**config.mk**
```make
export PLATFORM = sky130hd
export DESIGN_NAME = rx_timeout_fifo
export DESIGN_NICKNAME = d
export VERILOG_FILES = /design/src/rtl/rxq_pkg.sv /design/src/rtl/rxq_data.sv /design/src/rtl/rxq_ctrl.sv /design/src/rtl/rx_timeout_fifo.sv
export SDC_FILE = /design/constraint.sdc
export NUM_CORES = 1
export LEC_CHECK = 0
export BUFFER_PORTS_ARGS = -buffer_cell sky130_fd_sc_hd__buf_2
export CORE_ASPECT_RATIO = 0.8
export CORE_MARGIN = 4
export CORE_UTILIZATION = 30
export CTS_CLUSTER_DIAMETER = 150
export DETAILED_ROUTE_END_ITERATION = 8
export MAX_ROUTING_LAYER = met4
export PLACE_DENSITY = 0.54
export SYNTH_ARGS = -nofsm -noshare
export SYNTH_HDL_FRONTEND = slang
export SYNTH_SLANG_ARGS = --single-unit
```
**constraint.sdc**
```tcl
create_clock -name clk -period 4.4 [get_ports clk]
set_clock_uncertainty 0.1 [all_clocks]
set_input_delay 0.88 -clock clk [delete_from_list [all_inputs] [get_ports clk]]
set_output_delay 0.88 -clock clk [all_outputs]
set_load 0.01 [all_outputs]
```
**src/rtl/rxq_pkg.sv**
```systemverilog
package rxq_pkg;

  typedef struct packed {
    logic push;
    logic pop;
  } qStrobe_t;

endpackage

```
**src/rtl/rxq_data.sv**
```systemverilog
module rxq_data
  import rxq_pkg::*;
#(
  parameter int WIDTH = 8,
  parameter int DEPTH = 8
) (
  input  logic             clk,
  input  logic             rstN,
  input  qStrobe_t         strobe,
  input  logic [WIDTH-1:0] wrData,
  output logic [WIDTH-1:0] rdData
);

  localparam int ADDR_W = (DEPTH > 1) ? $clog2(DEPTH) : 1;
  localparam logic [ADDR_W-1:0] LAST = ADDR_W'(DEPTH - 1);

  logic [WIDTH-1:0]  mem [DEPTH];
  logic [ADDR_W-1:0] wrPtr;
  logic [ADDR_W-1:0] rdPtr;

  function automatic logic [ADDR_W-1:0] nextPtr(input logic [ADDR_W-1:0] p);
    return (p == LAST) ? '0 : p + 1'b1;
  endfunction

  always_ff @(posedge clk) begin
    if (strobe.push) mem[wrPtr] <= wrData;
  end

  always_ff @(posedge clk or negedge rstN) begin
    if (!rstN) begin
      wrPtr  <= '0;
      rdPtr  <= '0;
      rdData <= '0;
    end else begin
      if (strobe.push) wrPtr <= nextPtr(wrPtr);
      if (strobe.pop) begin
        rdPtr  <= nextPtr(rdPtr);
        rdData <= mem[rdPtr];
      end
    end
  end

endmodule

```
**src/rtl/rxq_ctrl.sv**
```systemverilog
module rxq_ctrl
  import rxq_pkg::*;
#(
  parameter int DEPTH      = 8,
  parameter int IDLE_CHARS = 4,
  localparam int CNT_W     = $clog2(DEPTH + 1)
) (
  input  logic             clk,
  input  logic             rstN,
  input  logic             rxValid,
  input  logic             rdStrobe,
  input  logic             charTick,
  input  logic             thrSelHalf,
  output qStrobe_t         strobe,
  output logic [CNT_W-1:0] count,
  output logic             empty,
  output logic             thrIrq,
  output logic             toutIrq,
  output logic             overrun
);

  localparam int IDLE_W = $clog2(IDLE_CHARS + 1);
  localparam logic [IDLE_W-1:0] IDLE_MAX  = IDLE_W'(IDLE_CHARS);
  localparam logic [IDLE_W-1:0] IDLE_LAST = IDLE_W'(IDLE_CHARS - 1);
  localparam logic [CNT_W-1:0]  FULL_CNT  = CNT_W'(DEPTH);
  localparam logic [CNT_W-1:0]  HALF_CNT  = CNT_W'(DEPTH / 2);
  localparam logic [CNT_W-1:0]  ONE_CNT   = CNT_W'(1);

  logic [IDLE_W-1:0] idleCnt;
  logic              full;

  assign empty      = (count == '0);
  assign full       = (count == FULL_CNT);
  assign strobe.pop = rdStrobe && !empty;
  assign strobe.push = rxValid && (!full || strobe.pop);
  assign thrIrq     = (count >= (thrSelHalf ? HALF_CNT : ONE_CNT));

  always_ff @(posedge clk or negedge rstN) begin
    if (!rstN) begin
      count   <= '0;
      idleCnt <= '0;
      toutIrq <= 1'b0;
      overrun <= 1'b0;
    end else begin
      case ({strobe.push, strobe.pop})
        2'b10:   count <= count + 1'b1;
        2'b01:   count <= count - 1'b1;
        default: count <= count;
      endcase

      if (rxValid && !strobe.push) overrun <= 1'b1;

      if (strobe.push || strobe.pop || empty) idleCnt <= '0;
      else if (charTick && idleCnt != IDLE_MAX) idleCnt <= idleCnt + 1'b1;

      if (rdStrobe || rxValid) toutIrq <= 1'b0;
      else if (charTick && !empty && idleCnt == IDLE_LAST) toutIrq <= 1'b1;
    end
  end

endmodule

```
**src/rtl/rx_timeout_fifo.sv**
```systemverilog
module rx_timeout_fifo
  import rxq_pkg::*;
#(
  parameter int WIDTH      = 8,
  parameter int DEPTH      = 8,
  parameter int IDLE_CHARS = 4,
  localparam int CNT_W     = $clog2(DEPTH + 1)
) (
  input  logic             clk,
  input  logic             rstN,
  input  logic [WIDTH-1:0] rxData,
  input  logic             rxValid,
  input  logic             charTick,
  input  logic             thrSelHalf,
  input  logic             rdStrobe,
  output logic [WIDTH-1:0] rdData,
  output logic [CNT_W-1:0] fillLevel,
  output logic             empty,
  output logic             thrIrq,
  output logic             toutIrq,
  output logic             overrun
);

  qStrobe_t strobe;

  rxq_ctrl #(.DEPTH(DEPTH), .IDLE_CHARS(IDLE_CHARS)) i_ctrl (
    .clk(clk), .rstN(rstN), .rxValid(rxValid), .rdStrobe(rdStrobe),
    .charTick(charTick), .thrSelHalf(thrSelHalf), .strobe(strobe),
    .count(fillLevel), .empty(empty), .thrIrq(thrIrq),
    .toutIrq(toutIrq), .overrun(overrun)
  );

  rxq_data #(.WIDTH(WIDTH), .DEPTH(DEPTH)) i_data (
    .clk(clk), .rstN(rstN), .strobe(strobe),
    .wrData(rxData), .rdData(rdData)
  );

endmodule

```
-- Word-level counts from Yosys, hierarchy flattened
Memories as Yosys holds them, arrays and structs flattened. A register that Yosys moved wholly into a read port is not among the register bits.
Index checks and enable logic that the tools add are counted.
- register bits after elaboration: 15
- latch bits: 0
- RAM bits: 64
- memory bits (read-only): 0
- output and inout port bits: 16
- logic and storage cells: 48
- memories: 1
- memories (name ; words ; bits a word ; read ports ; clocked after Yosys merged registers in ; write ports ; RTL line ; RTL):
    i_data.mem ; 8 ; 8 ; 1 ; 1 ; 1 ; rxq_data.sv:17 ; logic [WIDTH-1:0] mem [DEPTH];
- add/subtract/negate cells: 5
- $mul: 0
- divide/modulo/power cells: 0
- $lt $le $gt $ge: 1
- equality and inequality tests: 7
- shifts and indexed selects: 0
- mux-type cells: 10
- bitwise operators: 0
- reduce and logical (&&, ||, !) cells: 18
- operators by type and width (kind ; count):
    3-bit two-way mux ; 5
    3-bit by 1-bit adder with 3-bit output (second input constant) ; 3
    4-bit one-hot mux with 2 select lines ; 1
    3-bit == test (second input constant) ; 2
    1-bit logical AND ; 6
    2-bit nonzero test ; 3
    4-bit by 1-bit adder with 4-bit output (second input constant) ; 1
    4-bit == test (second input constant) ; 1
    4-bit greater-or-equal comparator ; 1
    1-bit zero test ; 4
    4-bit zero test ; 1
    1-bit logical OR ; 4
    1-bit two-way mux ; 4
    4-bit by 1-bit subtractor with 4-bit output (second input constant) ; 1
    3-bit by 2-bit == test with 1-bit output (second input constant) ; 1
    3-bit != test (second input constant) ; 1
    2-bit by 1-bit == test with 1-bit output (second input constant) ; 1
    2-bit == test (second input constant) ; 1

-- Depth between registers and ports, before layout
Gate-level depths: netlist of the first run.
- depth after elaboration: 8
- gate-level depth with buffers: 8
- mapped depth without buffers: 8

-- By module
From an unflattened synthesis of the first run, not the netlist that was laid out.
- cells, all modules: 252
- area, all modules: 3806.2 um^2
- by module, submodules not included (module ; instances ; cells an instance ; area an instance (um^2) ; seq. area each (um^2)):
    rxq_data ; 1 ; 189 ; 3170.5 ; 2272.2
    rxq_ctrl ; 1 ; 63 ; 635.6 ; 225.2

-- Least setup slack after synthesis of the first run
OpenSTA, ideal clock, no wires.
- path kind: input to output
- start: input port thrSelHalf
- end: output port thrIrq
- arrival: 1625 ps
- required time: 3420 ps
- slack: 1795 ps
- stages: 5
- cell sequence: inv_1 ha_1 inv_1 nand3_1 a211o_1
- cells in the longest elaborated chain, start to end: 2
- RTL lines (item ; RTL line ; RTL):
    start: declaration ; rx_timeout_fifo.sv:14 ; input logic thrSelHalf,
    3-bit two-way mux ; rxq_ctrl.sv:36 ; assign thrIrq = (count >= (thrSelHalf ? HALF_CNT : ONE_CNT));
    4-bit greater-or-equal comparator ; rxq_ctrl.sv:36 ;
    end: declaration ; rx_timeout_fifo.sv:19 ; output logic thrIrq,
No other way between the ends.

-- Worst setup path in the final report of the first run
Same ends and word-level chain as after synthesis.

==> results of run 1 <==
power groups by stage:
stage          clock (mW)  sequential, mW  combinational (mW)
4_1_cts             0.752            1.18               0.882
5_1_grt             0.796            1.20               0.952
3_3_place_gp            0            1.19               0.861
3_5_place_dp            0            1.20               0.877
2_1_floorplan           0            1.20               0.629
6_report            0.734            1.18               0.861
routing by layer:
metal / GRT usage, % / share of wire, % / vias to the layer above
met5: - / 0 / -
met4: 4.15 / 1.9 / 0
met3: 3.46 / 3.0 / 16
met2: 16.9 / 44 / 27
met1: 15.4 / 51 / 1001
li1: - / - / 999
cell families after synthesis:
group                      synth area share (%)
DFF                                        67.0
and+or+nand+nor                            5.70
AOI/OAI and AO/OA                          8.52
muxes                                      10.0
buffers and inverters                      3.25
adders and majority gates                  4.56
xor gates and xnor gates                  0.940
placed cells by master (no fill, tap or decap), types with 2 or more instances in the layout:
master and instances:
edfxtp_1 64, clkinv_2 2, clkinv_1 2, o21ai_0 3, nand3_1 3, nor2_1 13, buf_4 7, ha_1 12
nor3_1 3, buf_2 29, mux2_2 18, o22ai_1 8, nand2b_1 7, a221o_1 8, xnor2_1 3, o21ai_1 8
a211o_1 2, a21oi_1 3, dfrtp_1 23, clkbuf_16 9, inv_1 11, nand2_1 14, mux2i_1 16
per-stage QoR:
step	hold slack, ps	utilization [%]	instance area, um2	total power, mW	setup slack [ps]
global placement	369	33.2	4040	2.05	1490
floorplan	382	-	3730	1.83	1800
CTS	386	35.6	4330	2.82	1590
detailed placement	372	33.2	4040	2.07	1320
finish	384	35.6	4330	2.77	1600
global route	404	35.6	4330	2.95	1500
worst register-to-register path, stage by stage (launching register included):
cell and delay [ps]:
dfrtp_1 470, o41ai_4 360, buf_4 310, nand2b_1 200, inv_1 70, ha_1 320, a21oi_1 210, a211o_1 150
nand3_1 90, xnor2_1 140
layout make-up:
| cell class | count | area, um2 | area share (%) |
|---|---|---|---|
| Sequential cell | 87 | 2500 | 57.7 |
| Multi-Input combinational cell | 138 | 1110 | 25.7 |
| Clock buffer | 9 | 225 | 5.20 |
| Timing Repair Buffer | 36 | 198 | 4.57 |
| Tap cell | 152 | 190 | 4.39 |
| Clock inverter | 7 | 63.8 | 1.47 |
| Inverter | 11 | 41.3 | 0.953 |
registers in the layout, summed over array words and instances (netlist names):
name,flops
i_data.mem,64
i_ctrl.count,4
i_ctrl.overrun,1
i_data.rdPtr,3
i_ctrl.idleCnt,3
i_ctrl.toutIrq,1
i_data.wrPtr,3
i_data.rdData,8
path summary, 6_finish.rpt:
check	endpoint	slack, ps	depth (start not counted)
max	thrIrq	1600	7
max in group asynchronous	i_data.rdData[6]	3440	1
min reg2reg	i_ctrl.overrun	380	2
min in group asynchronous	i_data.rdData[4]	410	1
max reg2reg	i_ctrl.count[3]	1860	9
min	i_ctrl.overrun	380	2
==> metrics list, run 1 <==
- The flow ran to the end, and the final reports show no timing, DRC or antenna violations.
* Most frequently used cell type in the post-synthesis netlist: edfxtp_1
- In the routed design, unresolved DRC markers number 0.
- Dominant register cell in the synthesized netlist: edfxtp_1
- Synthesis produced a netlist whose cell count is 244.
- Max incr delay on CP: 280 ps
- The first detailed-routing pass took 4 iterations.
- Standard-cell row count: 36
- Post-route setup TNS: 0 ps
* Number of standard cells in the final layout excluding fillers: 440
- Share of layout cells above drive strength 1: a little over a quarter
- The via count of the first global-routing pass is 2,112.
- Initial antenna violation count: 0
* Post-detailed-route wirelength per cell: 17.0 um
* Wire length of the first global-routing pass: approximately 12 mm
- Compared with the post-synthesis result, the final layout area differs by 16.1%.
- The die is 108 um tall.
* Signal arrival time at the worst endpoint: 1820 ps
- In this run, the number of DRC markers left after iteration 0 of detailed routing was 128.
- Final-report setup violation count: 0
- Buffers inserted by post-CTS timing repair: 0
- Kind of launch point of the worst setup path: input pin
- Slowest stage cell, crit path: ha_1
- Last weighted congestion value of the routability-driven placer: 0.764
- Worst Hold Class: reg -> reg
* Reported leakage power: 1.66 nW
- Final routed wirelength across all metal layers: 7.47 mm
- Post-synthesis instance area: ~0.0037 mm2
* Number of maximum-capacitance violations: 0
* Global router's overall resource usage: roughly 12%
- CTS tree: yes
- Clock Power Share: 26.5%
* Top area cells in the synthesized netlist: edfxtp_1 52%, dfrtp_1 15%, mux2_2 5.4%
- Number of nets in the final layout: 310
- Summed over all nets, the switching power comes to 0.902 mW.
- Fraction of power spent switching nets: 32.5%
- Total clock buffers created by CTS: 9
- Global routing finished with a remaining overflow of 0.
* Buffers & Inverters on Critical Path: 4
- For this design, the CTS-stage hold fixing added 0 buffers.
- After synthesis the netlist holds a flip-flop and latch count of 87.
* Maximum fanout count along the critical path: 2
* Count of H-tree levels built during CTS: 3
- Final critical-path share of the clock period: a little under two thirds
- The HPWL after detailed placement is slightly below 5 mm.
- Ant diodes: 0
- Share of synthesized flip-flops with an asynchronous set or reset: roughly a quarter
- The number of pins with negative max-slew slack in the final report was 0.
* Average instance area after synthesis: about 15 um2
- In this design, the largest share of critical-path delay is due to buffers and inverters.
- Die Span X: 133 um
- Summing the sequential cell areas from Yosys gives between 60% and 70% of the chip area.
- The number of nets handed over by synthesis was 271.
* Startpoint of the most critical hold path: i_ctrl.overrun
* Hold Vio Cnt, Final: 0
* Via count: 2,043
* Yosys warnings: 0
- Beginning of the worst register-to-register path: i_ctrl.count[1]
- After filler insertion, the fill cell instance count of the layout stands at roughly 1,200.
- Using the TritonRoute via totals, the vias-per-cell ratio works out to 4.64.
- The routed design could run at a clock period as short as roughly 2800 ps.
* Clock transition at the register clock pins on the worst setup and hold paths after CTS: 60 ps
- Entering global routing, the biggest net connects 36 pins.
- Of the total power, combinational logic draws 31.0%.
* Actual transition at the worst max-transition pin: 824 ps
- Timing startpoint of the critical path: thrSelHalf
- In this run the tightest slew margin relative to its limit is ~45%.
* # resized after CTS: 0
- Clock root buffer master: clkbuf_16
- Required time at the worst-slack endpoint: 3420 ps
* Cell type contributing the most total cell area after synthesis: edfxtp_1
* Instance count after placement with tap cells included: 424
- The top cell type by area accounts for 51.5% of the synthesized area.
- Number of clock sinks: a little under 90
* Port Buf Inserts: 29
- The internal power of the cells totals 1.87 mW.
- Number of antenna-violating nets in the routed design: 0
- Dividing total power by cell area gives a power density of ~640 mW/mm2.
* Sequential Power Share: 42.5%
* Worst-Skew Late Latency: roughly 330 ps
- In this run the count of I/O pins placed on the die edge is 30.
* Series of cell instances along the critical path: buf_2 -> inv_1 -> ha_1 -> inv_1 -> nand3_1 -> a211o_1 -> buf_2
* Ranking of synthesized cells by instance count: 64 x edfxtp_1, 23 x dfrtp_1, 18 x mux2_2
- By startpoint and endpoint, the worst setup path is classified as in -> out.
- Effective utilization at floorplan: 30.7%
* Unrepaired setup endpoints after global routing: false
- Clock Path Buffers: 2
* Max Fclk: 357 MHz
- Yosys mapped a number of flops with a built-in enable equal to 64.
- The core region is 0.0122 mm2.
- Count of distinct cell types in the synthesized netlist: 39
* Nature of the critical path endpoint: output port
- Largest voltage drop on the vdd net: 0.229 mV
- The die covers 0.0143 mm2.
(Power assumes the default switching activity.)
==> run 2: changes to the inputs <==
==> constraint.sdc (replaced) <==
create_clock -name clk -period 2.8 [get_ports clk]
set_clock_uncertainty 0.1 [all_clocks]
set_input_delay 0.56 -clock clk [delete_from_list [all_inputs] [get_ports clk]]
set_output_delay 0.56 -clock clk [all_outputs]
set_load 0.01 [all_outputs]
==> metrics list, run 2 (synthesis gave the netlist of run 1 again) <==
- Port Buf Inserts: 29
- Maximum fanout count along the critical path: 6
- Critical setup path kind: reg -> out
* Nature of the critical path endpoint: output port
- Total clock buffers created by CTS: 9
- Global router's overall resource usage: between 10 and 15%
* Count of pins over their slew limit: 0
- Actual transition at the worst max-transition pin: 776 ps
* Via count of the first global-routing pass: 2,083
* Area used by multi-input combinational logic: 0.00111 mm2
- The first detailed-routing pass took 5 iterations.
* Vertical die dimension: about 110 um
* Hold Vio Cnt, Final: 0
- Counting cells, the worst reg-to-reg path comes to 8.
- Area of the core: around 0.012 mm2
* Max incr delay on CP: 480 ps
* Clock Path Buffers: 2
- CTS tree: yes
- Top Ports: 30
- Effective utilization at floorplan: a little under a third
- Initial antenna violation count: 0
- From left edge to right edge, the die measures ~130 um.
- Routed vias/inst: approximately 4.7
- The floorplan has 36 rows.
- After global routing the overflow that remains totals 0.
* Final instance area: between 0.004 and 0.005 mm2
- The run finished with clean final reports.
* Signal arrival time at the worst endpoint: 1790 ps
- Register name with the most flops: i_data.mem
* Share of layout cells above drive strength 1: 26.9%
* Number of nets in the final layout: 313
- DRC marker count from the first detailed-route iteration: 139
- Number of inserted filler cells in the final layout: 1,166
- Among cell families on the critical path, the largest total delay comes from flip-flops.
- Static timing analysis puts the maximum clock frequency at 407 MHz.
- Across the run, the number of max-cap violations was 0.
- Worst-Skew Late Latency: 340 ps
- In this run the static leakage power is ~1.7 nW.
- Traced cell by cell, the critical path runs through inv_1 -> ha_1 -> inv_1 -> nand3_1 -> a211o_1 -> buf_2.
- After detailed placement, the total cell area comes to between 0.004 and 0.005 mm2.
- Setup repair after global routing left no endpoint under its margin.
- The number of hold buffers added after CTS was 0.
* Ant diodes: 0
* Post-route setup TNS: 0 ps
* Number of clock sinks: 87
- Data on the critical path is required at its endpoint by between 2000 and 2500 ps.
* Area grow syn2layout: 16.6%
- Pwr per Cell Area: 1000 mW/mm2
* Via count: 2,073
- The worst-case IR drop observed on VDD is 0.372 mV.
* Final-report setup violation count: 0
- Summing all flip-flop and latch instances after layout gives 0.00250 mm2.
- In this run the critical register-to-register path is launched from i_ctrl.count[1].
- Once detail routing completed, the nets flagged for antenna violations numbered 0.
- Kind of launch point of the worst setup path: flip-flop
* Worst slew margin relative to its limit: 48.1%
- Buffers inserted by post-CTS timing repair: 0
- Final critical-path share of the clock period: 87.7%
* Leading registers by flop count: i_data.mem x64, i_data.rdData x8, i_ctrl.count x4
* Placed wire-length estimate: approximately 4.8 mm
- Most used cells in the layout excluding fill and tap cells: 64 x edfxtp_1, 29 x buf_2, 23 x dfrtp_1, 18 x mux2_2, 16 x mux2i_1
* R2R Setup Slk: 580 ps
* Final routed wirelength across all metal layers: 7.05 mm
- Clock transition at the register clock pins on the worst setup and hold paths after CTS: 60 ps
* Number of flip-flops in the largest register: 64
* Time the worst path needs with I/O delays and setup: 2450 ps
* Slowest stage cell, crit path: dfrtp_1
- The worst register-to-register path ends at i_ctrl.count[3].
- Pin count of the biggest net entering global routing: 36
- In the final routed layout, each cell accounts on average for about 16 um.
- Routability-driven placement finished with a final weighted congestion of 0.747.
- The count of cells in the finished layout, fillers not included, comes to between 400 and 500.
- # resized after CTS: 0
- The first global-routing pass estimated between 10 and 15 mm of wire.
- Worst Hold Class: in -> async
- Most frequent cell on the critical path: inv_1
- Leaving out fill and tap cells, the most frequent cell in the layout is edfxtp_1.
- Die outline area: 0.0143 mm2
- Count of H-tree levels built during CTS: 3
* Instance count after placement with tap cells included: between 400 and 500
- The critical path contains buffers and inverters numbering 3 combined.
- The tree is rooted in a clkbuf_16.
* Post-route DRC violation count: 0
## run 2: cell types whose count changed in the layout (fill, tap and decap cells not counted)
cell | previous run | this run
clkinv_4 | 1 | 0
buf_4 | 7 | 10
clkinv_1 | 2 | 0
clkbuf_1 | 0 | 1
nor3_1 | 3 | 4
nor3_2 | 1 | 0
clkinv_2 | 2 | 1
inv_6 | 0 | 1
clkinvlp_4 | 1 | 2
## run 2: area by class of cell
class | instances | share of cell area [%]
repair buffers | 39 | 5.07
inverters | 11 | 0.950
well taps | 152 | 4.38
clock buffers | 10 | 5.27
multi-input cells | 138 | 25.5
clock inverters | 5 | 1.35
flip-flops and latches | 87 | 57.5
## run 2: report_power, final
part | switching [mW] | leakage (nW) | internal, mW
Combinational | 0.759 | 0.671 | 0.607
Clock | 0.465 | 0.135 | 0.687
Sequential | 0.179 | 0.859 | 1.66
Total | 1.40 | 1.67 | 2.96
## run 2: stage by stage
stage / power, mW / setup slack [ps] / utilization, % / hold slack [ps]
3_5_place_dp: 3.27 / 579 / 33.4 / 361
5_1_grt: 4.64 / 230 / 35.7 / 137
2_1_floorplan: 2.87 / 567 / - / 164
6_report: 4.36 / 345 / 35.7 / 92.9
4_1_cts: 4.42 / 324 / 35.7 / 110
3_3_place_gp: 3.23 / 657 / 33.4 / 357
## run 2: worst max path at each step
stage / from / end / slack (ps) / depth (start not counted)
after floorplan: i_ctrl.count[1] / i_ctrl.count[3] / 570 / 8
after global placement: thrSelHalf / thrIrq / 660 / 7
after detailed placement: i_ctrl.count[1] / i_ctrl.count[3] / 580 / 8
after CTS: i_ctrl.count[0] / thrIrq / 320 / 6
after global routing: i_ctrl.count[0] / thrIrq / 230 / 6
final: i_ctrl.count[0] / thrIrq / 350 / 6
## run 2: worst register-to-register path, cell delays in order (launching register included)
cell,delay (ps)
dfrtp_1,460
o41ai_4,390
nand2b_1,180
inv_1,70
ha_1,320
a21oi_1,210
a211o_1,160
nand3_1,90
xnor2_1,130
## run 2: layer usage
metal	track usage, %	share of wire, %	up-vias
li1	-	-	999
met1	13.9	46	1005
met2	16.1	46	55
met3	3.41	6.0	14
met4	3.64	1.2	0
met5	-	0	-
==> run 3: changes to the inputs <==
--- a/config.mk
+++ b/config.mk
@@ -6,7 +6,6 @@
 export NUM_CORES = 1
 export LEC_CHECK = 0
 export BUFFER_PORTS_ARGS = -buffer_cell sky130_fd_sc_hd__buf_2
-export CORE_ASPECT_RATIO = 0.8
 export CORE_MARGIN = 4
 export CORE_UTILIZATION = 30
 export CTS_CLUSTER_DIAMETER = 150
==> metrics list, run 3 (synthesis gave the netlist of run 1 again) <==
- The flow ran to the end, and the final reports show no timing, DRC or antenna violations.
* Number of maximum-capacitance violations: 0
- Cell type group with the largest total delay on the critical path: flip-flops
- Reported leakage power: 1.68 nW
- Most frequent cell on the critical path: inv_1
* Top Ports: 30
- Summed over all layers, the routed wires come to roughly 7 mm.
- DRC marker count from the first detailed-route iteration: between 100 and 150
- Including well taps, the total number of placed cells is roughly 440.
- Total clock buffers created by CTS: 9
- Reg-to-Reg End: i_ctrl.count[3]
- TritonCTS built the clock tree.
- Worst Hold Class: in -> async
- The worst setup path is captured at an output port.
- The number of hold buffers added after CTS was 0.
- Last weighted congestion value of the routability-driven placer: approximately 0.72
* Clock transition at the register clock pins on the worst setup and hold paths after CTS: 60 ps
- The initial antenna violation count is 0.
* Post-route DRC violation count: 0
- The first global-routing pass estimated 11.1 mm of wire.
- Hold Vio Cnt, Final: 0
- Of all nets on the critical path, the largest fanout is 6.
- Port Buf Inserts: 29
- Register name with the most flops: i_data.mem
- Clock tree synthesis found a total of 87 sinks.
- The critical path is of the reg -> out type.
- Clock root buffer master: clkbuf_16
- Endpoint of the most critical setup path: thrIrq
* Area of the core: 0.0121 mm2
* Count of H-tree levels built during CTS: 3
- Leftover overflow at the end of global routing: 0
- Static timing analysis puts the maximum clock frequency at 407 MHz.
* Most used cells in the layout excluding fill and tap cells: 64 x edfxtp_1, 29 x buf_2, 23 x dfrtp_1, 18 x mux2_2, 16 x mux2i_1
* Number of nets in the final layout: roughly 310
* Placement Cell Area: 0.00408 mm2
- After detailed routing, the number of vias per cell comes to 4.46.
- Number of flip-flops in the largest register: 64
- Relative to the synthesized area, the layout overhead comes to 17.6%.
- Across every metal layer, demand over resource in global routing totals 10.6%.
- The die covers 0.0143 mm2.
* Final critical-path share of the clock period: between 80% and 90%
* Pwr per Cell Area: 1000 mW/mm2
- Worst-Skew Late Latency: 330 ps
- At the end of the flow the core is filled with cells to 36.2%.
* Standard-cell row count: 40
* # resized after CTS: 0
* Kind of launch point of the worst setup path: flip-flop
* Worst-case hold slack: 108 ps
- Leading cell type in the layout, fill and taps excluded: edfxtp_1
- Vertical die dimension: 119 um
* Buffers & Inverters on Critical Path: 3
* Required time at the worst-slack endpoint: 2140 ps
- Setup violations remaining at the end of the flow were counted as 0.
- Largest voltage drop on the vdd net: 0.313 mV
- Post-route setup TNS: 0 ps
- Number of antenna-violating nets in the routed design: 0
- The first TritonRoute pass finished after 4 iterations.
* Buffers inserted by post-CTS timing repair: 0
- In this design, the stage delay of the slowest critical-path cell is 490 ps.
- Placed wire-length estimate: 4.59 mm
- Via count: 2,046
- 0 antenna diodes ended up in the layout.
- Final instance area: 0.00439 mm2
- Pin count of the biggest net entering global routing: 36
- Die Span X: 119 um
* Slowest stage cell, crit path: dfrtp_1
- Signal arrival time at the worst endpoint: 1800 ps
* Series of cell instances along the critical path: inv_1 -> ha_1 -> inv_1 -> nand3_1 -> a211o_1 -> buf_2
- Once the floorplan was initialized, standard cells occupied 30.8% of the core.
- In this run the number of cells on the critical path is 6.
* Cells on worst reg2reg path: 8
- Worst slew margin relative to its limit: between 40 and 50%
- Time the worst path needs with I/O delays and setup: 2460 ps
- Number of standard cells in the final layout excluding fillers: ~460
- The number of pins with negative max-slew slack in the final report came to 0.
- Via count of the first global-routing pass: 2,059
- In the final layout, the registers with the most flip-flops are i_data.mem x64, i_data.rdData x8, i_ctrl.count x4.
- In the final routed layout, each cell accounts on average for 15.3 um.
- Number of inserted filler cells in the final layout: around 1,200
- Setup repair after global routing left no endpoint under its margin.
* R2R Setup Slk: 570 ps
* Actual transition at the worst max-transition pin: 760 ps
- Share of layout cells above drive strength 1: 27.5%
* Clock Path Buffers: 2
- Timing startpoint of the critical path: i_ctrl.count[0]
- Beginning of the worst register-to-register path: i_ctrl.count[1]
## run 3: worst register-to-register path: stages (launching register included)
cell and delay (ps):
dfrtp_1 460, o41ai_4 380, nand2b_1 180, inv_1 70, ha_1 310, a21oi_1 220
a211o_1 150, nand3_1 90, xnor2_1 140
## run 3: area by class of cell
type,count,area (um2),area share [%]
flip-flops and latches,87,2500,56.9
repair buffers,39,220,5.02
clock inverters,6,67.6,1.54
clock buffers,10,239,5.45
inverters,11,41.3,0.942
well taps,168,210,4.79
multi-input cells,138,1110,25.3
## run 3: metal layers
layer | GRT usage [%] | routed length [um] | vias to the layer above
li1 | - | - | 1005
met1 | 13.7 | 3440 | 1004
met3 | 2.52 | 219 | 11
met2 | 16.0 | 3260 | 26
met5 | - | 0 | -
met4 | 4.72 | 119 | 0
## run 3: power breakdown
| part | switching [mW] | internal, mW | leakage (nW) | total [mW] |
|---|---|---|---|---|
| registers | 0.174 | 1.66 | 0.859 | 1.84 |
| logic | 0.744 | 0.605 | 0.671 | 1.35 |
| clock network | 0.487 | 0.721 | 0.151 | 1.21 |
## run 3: worst min path at each step
stage	from	to	slack, ps	depth (start not counted)
detailed placement	i_data.rdData[2]	i_data.rdData[2]	370	2
finish	rstN	i_ctrl.count[2]	110	1
global placement	i_data.rdData[2]	i_data.rdData[2]	360	2
global route	rstN	i_data.rdPtr[2]	150	1
CTS	rstN	i_data.wrPtr[0]	130	1
floorplan	rstN	i_ctrl.count[0]	160	0
## run 3: stage by stage
step	total power, mW	setup slack, ps
5_1_grt	4.67	257
3_5_place_dp	3.24	583
3_3_place_gp	3.21	657
4_1_cts	4.46	325
2_1_floorplan	2.87	567
6_report	4.39	345
